`config.mk`:
```
export PLATFORM = sky130hd
export DESIGN_NAME = gpio_drive_bank
export DESIGN_NICKNAME = d
export VERILOG_FILES = /design/src/rtl/gpio_bank_pkg.sv /design/src/rtl/gpio_bank_regs.sv /design/src/rtl/gpio_in_sync.sv /design/src/rtl/gpio_pad_drive.sv /design/src/rtl/gpio_drive_bank.sv
export SDC_FILE = /design/constraint.sdc
export NUM_CORES = 1
export LEC_CHECK = 0
export BUFFER_PORTS_ARGS = -buffer_cell sky130_fd_sc_hd__buf_2
export CAP_MARGIN = 20
export CORE_MARGIN = 8
export CORE_UTILIZATION = 56
export CTS_CLUSTER_SIZE = 25
export DETAILED_ROUTE_END_ITERATION = 10
export GPL_TIMING_DRIVEN = 0
export PLACE_DENSITY_LB_ADDON = 0.2
export SYNTH_ARGS = -nofsm -noshare
export SYNTH_HDL_FRONTEND = slang
export SYNTH_SLANG_ARGS = --single-unit
```
`constraint.sdc`:
```
create_clock -name clk -period 1.7 [get_ports clk]
set_input_delay 0.17 -clock clk [delete_from_list [all_inputs] [get_ports clk]]
set_output_delay 0.17 -clock clk [all_outputs]
set_load 0.01 [all_outputs]
```
`src/rtl/gpio_bank_pkg.sv`:
```
package gpio_bank_pkg;

   // Each bank occupies a 16-byte window; the low address bits pick a register.
   localparam int STRIDE_BITS = 4;

   localparam logic [STRIDE_BITS-1:0] OFF_DIR  = 4'd0;
   localparam logic [STRIDE_BITS-1:0] OFF_DOUT = 4'd1;
   localparam logic [STRIDE_BITS-1:0] OFF_DIN  = 4'd2;
   localparam logic [STRIDE_BITS-1:0] OFF_MODE = 4'd3;

   typedef enum logic {
      DRV_OPEN_DRAIN = 1'b0,
      DRV_PUSH_PULL  = 1'b1
   } drive_mode_e;

endpackage

```
`src/rtl/gpio_bank_regs.sv`:
```
module gpio_bank_regs
   import gpio_bank_pkg::*;
#(
   parameter int ADDR_W = 8,
   parameter int DATA_W = 8,
   parameter int NUM_PINS = 8,
   parameter logic [ADDR_W-1:0] BASE_ADDR = 8'hF0
) (
   input  logic                clk,
   input  logic                rst_n,
   input  logic [ADDR_W-1:0]   cfg_addr,
   input  logic                cfg_wr,
   input  logic [DATA_W-1:0]   cfg_wdata,
   input  logic                cfg_rd,
   output logic [DATA_W-1:0]   cfg_rdata,
   input  logic [NUM_PINS-1:0] pin_status,
   output logic [NUM_PINS-1:0] dir_q,
   output logic [NUM_PINS-1:0] dout_q,
   output logic [NUM_PINS-1:0] mode_q
);

   localparam int TAG_HI = ADDR_W - 1;

   logic                   bank_hit;
   logic [STRIDE_BITS-1:0] reg_off;
   logic                   wr_dir, wr_dout, wr_mode;
   logic [NUM_PINS-1:0]    rd_sel;
   logic [DATA_W-1:0]      rd_word;
   logic [DATA_W-1:0]      rdata_q;

   assign bank_hit = (cfg_addr[TAG_HI:STRIDE_BITS] == BASE_ADDR[TAG_HI:STRIDE_BITS]);
   assign reg_off  = cfg_addr[STRIDE_BITS-1:0];

   assign wr_dir  = cfg_wr && bank_hit && (reg_off == OFF_DIR);
   assign wr_dout = cfg_wr && bank_hit && (reg_off == OFF_DOUT);
   assign wr_mode = cfg_wr && bank_hit && (reg_off == OFF_MODE);

   generate
      if (DATA_W > NUM_PINS) begin : g_wdata_hi
         logic unused_wdata_hi;
         assign unused_wdata_hi = ^cfg_wdata[DATA_W-1:NUM_PINS];
      end
   endgenerate

   always_ff @(posedge clk or negedge rst_n) begin
      if (!rst_n) begin
         dir_q  <= '0;
         dout_q <= '0;
         mode_q <= {NUM_PINS{DRV_OPEN_DRAIN}};
      end else begin
         if (wr_dir)  dir_q  <= cfg_wdata[NUM_PINS-1:0];
         if (wr_dout) dout_q <= cfg_wdata[NUM_PINS-1:0];
         if (wr_mode) mode_q <= cfg_wdata[NUM_PINS-1:0];
      end
   end

   always_comb begin
      rd_sel = '0;
      if (bank_hit) begin
         case (reg_off)
            OFF_DIR:  rd_sel = dir_q;
            OFF_DOUT: rd_sel = dout_q;
            OFF_DIN:  rd_sel = pin_status;
            OFF_MODE: rd_sel = mode_q;
            default:  rd_sel = '0;
         endcase
      end
      rd_word = '0;
      rd_word[NUM_PINS-1:0] = rd_sel;
   end

   always_ff @(posedge clk or negedge rst_n) begin
      if (!rst_n) rdata_q <= '0;
      else if (cfg_rd) rdata_q <= rd_word;
   end

   assign cfg_rdata = rdata_q;


   foreign_write_chk: assert property (@(posedge clk) disable iff (!rst_n)
      (cfg_wr && !bank_hit) |=> ($stable(dir_q) && $stable(dout_q) && $stable(mode_q)));


   status_write_chk: assert property (@(posedge clk) disable iff (!rst_n)
      (cfg_wr && bank_hit && reg_off == OFF_DIN) |=>
         ($stable(dir_q) && $stable(dout_q) && $stable(mode_q)));


   rdata_hold_chk: assert property (@(posedge clk) disable iff (!rst_n)
      !cfg_rd |=> $stable(cfg_rdata));

endmodule

```
`src/rtl/gpio_in_sync.sv`:
```
module gpio_in_sync #(
   parameter int NUM_PINS = 8,
   parameter int STAGES = 2
) (
   input  logic                clk,
   input  logic                rst_n,
   input  logic [NUM_PINS-1:0] pad_in,
   output logic [NUM_PINS-1:0] status
);

   logic [NUM_PINS-1:0] stage_q [STAGES];

   generate
      if (STAGES < 2) begin : g_bad_stages
         $error("gpio_in_sync needs at least two stages");
      end
      for (genvar s = 0; s < STAGES; s++) begin : g_stage
         if (s == 0) begin : g_first
            always_ff @(posedge clk or negedge rst_n) begin
               if (!rst_n) stage_q[s] <= '0;
               else        stage_q[s] <= pad_in;
            end
         end else begin : g_next
            always_ff @(posedge clk or negedge rst_n) begin
               if (!rst_n) stage_q[s] <= '0;
               else        stage_q[s] <= stage_q[s-1];
            end
         end
      end
   endgenerate

   assign status = stage_q[STAGES-1];

endmodule

```
`src/rtl/gpio_pad_drive.sv`:
```
module gpio_pad_drive
   import gpio_bank_pkg::*;
#(
   parameter int NUM_PINS = 8
) (
   input  logic [NUM_PINS-1:0] dir,
   input  logic [NUM_PINS-1:0] dout,
   input  logic [NUM_PINS-1:0] mode,
   output logic [NUM_PINS-1:0] pad_oe,
   output logic [NUM_PINS-1:0] pad_out
);

   generate
      for (genvar p = 0; p < NUM_PINS; p++) begin : g_pin
         drive_mode_e pin_mode;
         assign pin_mode = drive_mode_e'(mode[p]);

         always_comb begin
            pad_oe[p]  = 1'b0;
            pad_out[p] = 1'b0;
            if (dir[p]) begin
               if (pin_mode == DRV_PUSH_PULL) begin
                  pad_oe[p]  = 1'b1;
                  pad_out[p] = dout[p];
               end else begin
                  // Release the line for a high; pull low otherwise.
                  pad_oe[p]  = ~dout[p];
                  pad_out[p] = 1'b0;
               end
            end
         end
      end
   endgenerate

endmodule

```
`src/rtl/gpio_drive_bank.sv`:
```
module gpio_drive_bank
   import gpio_bank_pkg::*;
#(
   parameter int ADDR_W = 8,
   parameter int DATA_W = 8,
   parameter int NUM_PINS = 8,
   parameter logic [ADDR_W-1:0] BASE_ADDR = 8'hF0,
   parameter int SYNC_STAGES = 2
) (
   input  logic                clk,
   input  logic                rst_n,
   input  logic [ADDR_W-1:0]   cfg_addr,
   input  logic                cfg_wr,
   input  logic [DATA_W-1:0]   cfg_wdata,
   input  logic                cfg_rd,
   output logic [DATA_W-1:0]   cfg_rdata,
   input  logic [NUM_PINS-1:0] pad_in,
   output logic [NUM_PINS-1:0] pad_oe,
   output logic [NUM_PINS-1:0] pad_out
);

   generate
      if (NUM_PINS < 4 || NUM_PINS > 8) begin : g_bad_pins
         $error("gpio_drive_bank supports 4 to 8 pins");
      end
      if (NUM_PINS > DATA_W) begin : g_bad_width
         $error("gpio_drive_bank pin count exceeds data width");
      end
      if (ADDR_W <= STRIDE_BITS) begin : g_bad_addr
         $error("gpio_drive_bank address too narrow for bank tag");
      end
      if (BASE_ADDR[STRIDE_BITS-1:0] != '0) begin : g_bad_base
         $error("gpio_drive_bank base must be 16-byte aligned");
      end
   endgenerate

   logic [NUM_PINS-1:0] dir_q, dout_q, mode_q, pin_status;

   gpio_in_sync #(
      .NUM_PINS(NUM_PINS),
      .STAGES  (SYNC_STAGES)
   ) u_sync (
      .clk   (clk),
      .rst_n (rst_n),
      .pad_in(pad_in),
      .status(pin_status)
   );

   gpio_bank_regs #(
      .ADDR_W   (ADDR_W),
      .DATA_W   (DATA_W),
      .NUM_PINS (NUM_PINS),
      .BASE_ADDR(BASE_ADDR)
   ) u_regs (
      .clk       (clk),
      .rst_n     (rst_n),
      .cfg_addr  (cfg_addr),
      .cfg_wr    (cfg_wr),
      .cfg_wdata (cfg_wdata),
      .cfg_rd    (cfg_rd),
      .cfg_rdata (cfg_rdata),
      .pin_status(pin_status),
      .dir_q     (dir_q),
      .dout_q    (dout_q),
      .mode_q    (mode_q)
   );

   gpio_pad_drive #(
      .NUM_PINS(NUM_PINS)
   ) u_drive (
      .dir    (dir_q),
      .dout   (dout_q),
      .mode   (mode_q),
      .pad_oe (pad_oe),
      .pad_out(pad_out)
   );


   input_no_drive_chk: assert property (@(posedge clk) disable iff (!rst_n)
      ((pad_oe | pad_out) & ~dir_q) == '0);


   push_pull_enable_chk: assert property (@(posedge clk) disable iff (!rst_n)
      ((dir_q & mode_q) & ~pad_oe) == '0);


   open_drain_low_only_chk: assert property (@(posedge clk) disable iff (!rst_n)
      (pad_out & ~mode_q) == '0);

endmodule

```
==> summary by stage <==
Placement
The instance area after placement is 2374 um^2. The final weighted congestion in routability-driven placement is 0.7477. The placed instance count is 250.

The placed wire-length estimate is 3.177 mm. At the placement stage, the worst setup path has a slack of 0.001879 ns. The number of buffer cells added on primary ports is 49.

Critical path
The worst setup path is captured at a flip-flop. The depth of the worst register-to-register path is 3. The setup check on the worst reg-to-reg path leaves a slack of 0.77 ns.

In this run the critical register-to-register path is launched from u_regs.mode_q[4]. The required time at the endpoint of the critical path is 1.88 ns. In this run the critical register-to-register path is captured at u_regs.cfg_rdata[4]. The worst setup path is launched from an input pin. The path type of the worst setup path is input pin to flip-flop. The worst endpoint data arrival time is 1.52 ns. The launching instance or port of the critical path is cfg_addr[6].

The end of the critical path is u_regs.dout_q[1]. Along the worst path, the maximum fanout reaches 8.

Yosys
The post-synth net total is 181. The synthesized design contains 0 enable-type register cells. The cell area after synthesis is 2068 um^2. The most frequent cell after synthesis is dfrtp_1.

The most used flip-flop cell after synthesis is dfrtp_1. In this run, synthesis produced a sequential element count of 48. The fraction of post-synthesis cell area in the top cell type by area is 58.08%. The number of instances in the synthesized netlist is 153. Counting instances in the post-synthesis netlist gives the leading cell types as 48 x dfrtp_1, 24 x mux2_2, 16 x inv_1, 16 x mux2i_1. dfrtp_1 takes more of the synthesized area than any other cell. Counting distinct cell types in the post-synthesis netlist gives 20. Of the synthesized area, sequential elements account for 58.08%. The count of warnings emitted by yosys is 0. The average cell area after synthesis is 13.52 um^2. The async set-or-reset flop fraction in the synthesized netlist is 100.0%. Sorting the synthesized cells by area gives the leading types as dfrtp_1 58%, mux2_2 13%, mux2i_1 7.7%.

Clock network
Buffers added to address setup during post-CTS repair amount to 0. The number of buffers created by CTS is 5. The clock edge transition at the registers on the reported setup and hold paths is 0.08 ns. The clock root buffer master is clkbuf_8. For the worst-skew pair, the clock arrives at the later sink with an insertion delay of 0.30 ns. Counting every sink on the clock net gives 48. Counting along the longest clock path gives a buffer depth of 2. The H-tree was split into 2 levels. The clock tree from TritonCTS is yes.

Global route
The total overflow left after global routing is 0. Entering global routing, the biggest net connects 49 pins. The first global-routing pass estimated 7.217 mm of wire. The total routing usage reported by global routing is 15.11%. The initial antenna violation count is 0. The number of global-route vias before repair is 1,595.

STA
After routing, the total negative slack on setup checks comes to 0 ns. The highest clock frequency the design can meet is 750.7 MHz. The count of endpoints failing hold in the final timing report is 0. Dividing the final minimum period by the clock period gives 78.36%. On the final layout, the worst clock skew is 0.004639 ns.

After layout, the worst setup slack is 0.3679 ns. The max-slew violation count came to 0. At the pin with the least slew margin, the transition time is 0.7442 ns.

The number of setup violations in the final report is 0. The post-route minimum period is 1.332 ns. Setup repair after global routing left no endpoint under its margin. The worst pin sits at a relative slew slack of 50.02%.

Final layout
The total inserted antenna cells is 0. The number of filler instances in the final layout is 284. Cells fill 71.44% of the core in the end. The area growth from synthesis to layout is 24.56%. The fraction of final layout cells sized beyond drive strength 1 is 40.91%. The number of nets in the finished design is 247.

The finished cells cover 2576 um^2. The finished layout holds 268 standard cells, fillers aside.

Floorplanning
The total area inside the core boundary comes to 3606 um^2. Once the floorplan was initialized, standard cells occupied 57.36% of the core. From bottom edge to top edge, the die measures 76.77 um. In this run the horizontal extent of the chip is 76.77 um. The top-level port count is 52. The number of placement rows is 22.

The full die area is 5894 um^2.

Route
For this run, design rule violations remaining after detail routing come to 0. Before antenna repair, the detailed router went through 3 iterations. The final routed wirelength across all metal layers is 4.412 mm. The number of violations reported at the end of detailed-routing iteration 0 is 42. Across all layers, the routed design uses 1,450 vias. Once detail routing completed, the nets flagged for antenna violations numbered 0. After detailed routing, the average wire length per cell comes to 16.46 um. In the routed layout, each cell is associated on average with a via count of 5.410.

Pwr
Cell internal power was estimated by the tool at 1.610 mW. In this run, flip-flops and latches consume 58.1% of the power. The net switching power is 0.4852 mW. IR analysis of the VDD net gives a maximum drop of 0.6464 mV.

The power density over the cells is 813.4 nW/um^2. The share of total power dissipated in combinational logic is 9.3%. The reported leakage power is 1.313 nW. Of the total power, the share spent switching nets is 23.15%. The clock network burns 32.6% of the power.

Outcome
The run finished with clean final reports.

Job
Across the run, the number of max-cap violations was 0.

Min path
The min-delay analysis places its worst path in the category input pin to flip-flop.
-- cell usage in the layout, fill, tap and decap left out --
cell and instances:
nor2_1 2, and3_1 8, mux2i_1 16, nand3_1 2
nand3b_1 1, a21boi_0 8, buf_1 1, o22a_1 8
or3_1 1, buf_12 1, or3b_1 1, inv_1 16
buf_2 51, mux2_2 24, clkinv_2 2, dfrtp_1 48
clkbuf_1 1, nand4_2 2, o22ai_1 8, nor4_4 2
and4_2 1, clkbuf_8 6, dlygate4sd3_1 9, buf_6 1
-- per-stage QoR --
step / total power [mW] / hold slack (ns)
final: 2.096 / 0.1187
after global placement: 1.405 / 0.2773
after CTS: 2.107 / 0.06613
after detailed placement: 1.417 / 0.2797
after floorplan: 1.321 / -0.1256
after global routing: 2.180 / 0.1183
-- critical path, stage by stage --
cell and delay [ns]:
buf_2 0.09, nand4_2 0.17, nor4_4 0.67, mux2_2 0.41
-- power groups by stage --
stage          sequential [mW]  combinational [mW]  clock (mW)
2_1_floorplan             1.23              0.0904           0
3_3_place_gp              1.24               0.168           0
3_5_place_dp              1.24               0.177           0
4_1_cts                   1.22               0.191       0.699
5_1_grt                   1.22               0.215       0.741
6_report                  1.22               0.195       0.682
-- how the worst min path moves through the flow --
stage	start	end	slack [ns]	depth (start not counted)
4_1_cts	rst_n	u_regs.mode_q[5]	0.07	1
3_5_place_dp	pad_in[0]	u_sync.stage_q[8]	0.28	1
2_1_floorplan	rst_n	u_regs.cfg_rdata[0]	-0.13	0
5_1_grt	cfg_wdata[7]	u_regs.dout_q[7]	0.12	2
3_3_place_gp	pad_in[1]	u_sync.stage_q[9]	0.28	1
6_report	cfg_wdata[7]	u_regs.dir_q[7]	0.12	2
-- cells by family after synthesis --
family,count (synthesis),share of synthesized area (%)
flip-flops,48,58.08
AND/OR/NAND/NOR,20,8.107
multiplexers,40,20.81
buffers and inverters,21,4.295
AO/OA/AOI/OAI,24,8.712
-- layer usage --
metal / vias up / GRT usage, % / part of all wire [%]
li1: 683 / - / -
met1: 725 / 16.17 / 42
met2: 36 / 26.68 / 50
met3: 6 / 5.944 / 6.2
met4: 0 / 4.423 / 1.0
met5: - / 0 / 0
-- timing repair --
item	in CTS	in global routing
hold endpoints to repair	8	10
hold buffers	8	1
resized for setup	0	0
-- registers in the layout (all words and copies together) (netlist names) --
name,count
u_regs.dout_q,8
u_regs.cfg_rdata,8
u_regs.dir_q,8
u_regs.mode_q,8
u_sync.status,8
u_sync.stage_q,8
-- cell type report --
type,instances,area [um^2],share of cell area (%)
timing repair buffer,59,355.3,13.79
clock inverter,2,10.01,0.3885
clock buffer,6,82.58,3.205
tap,48,60.06,2.331
inverter,16,60.06,2.331
sequential,48,1201,46.62
buffer,5,28.78,1.117
multi-input combinational,84,778.2,30.21
No activity file was read; power rests on OpenSTA's default activity.
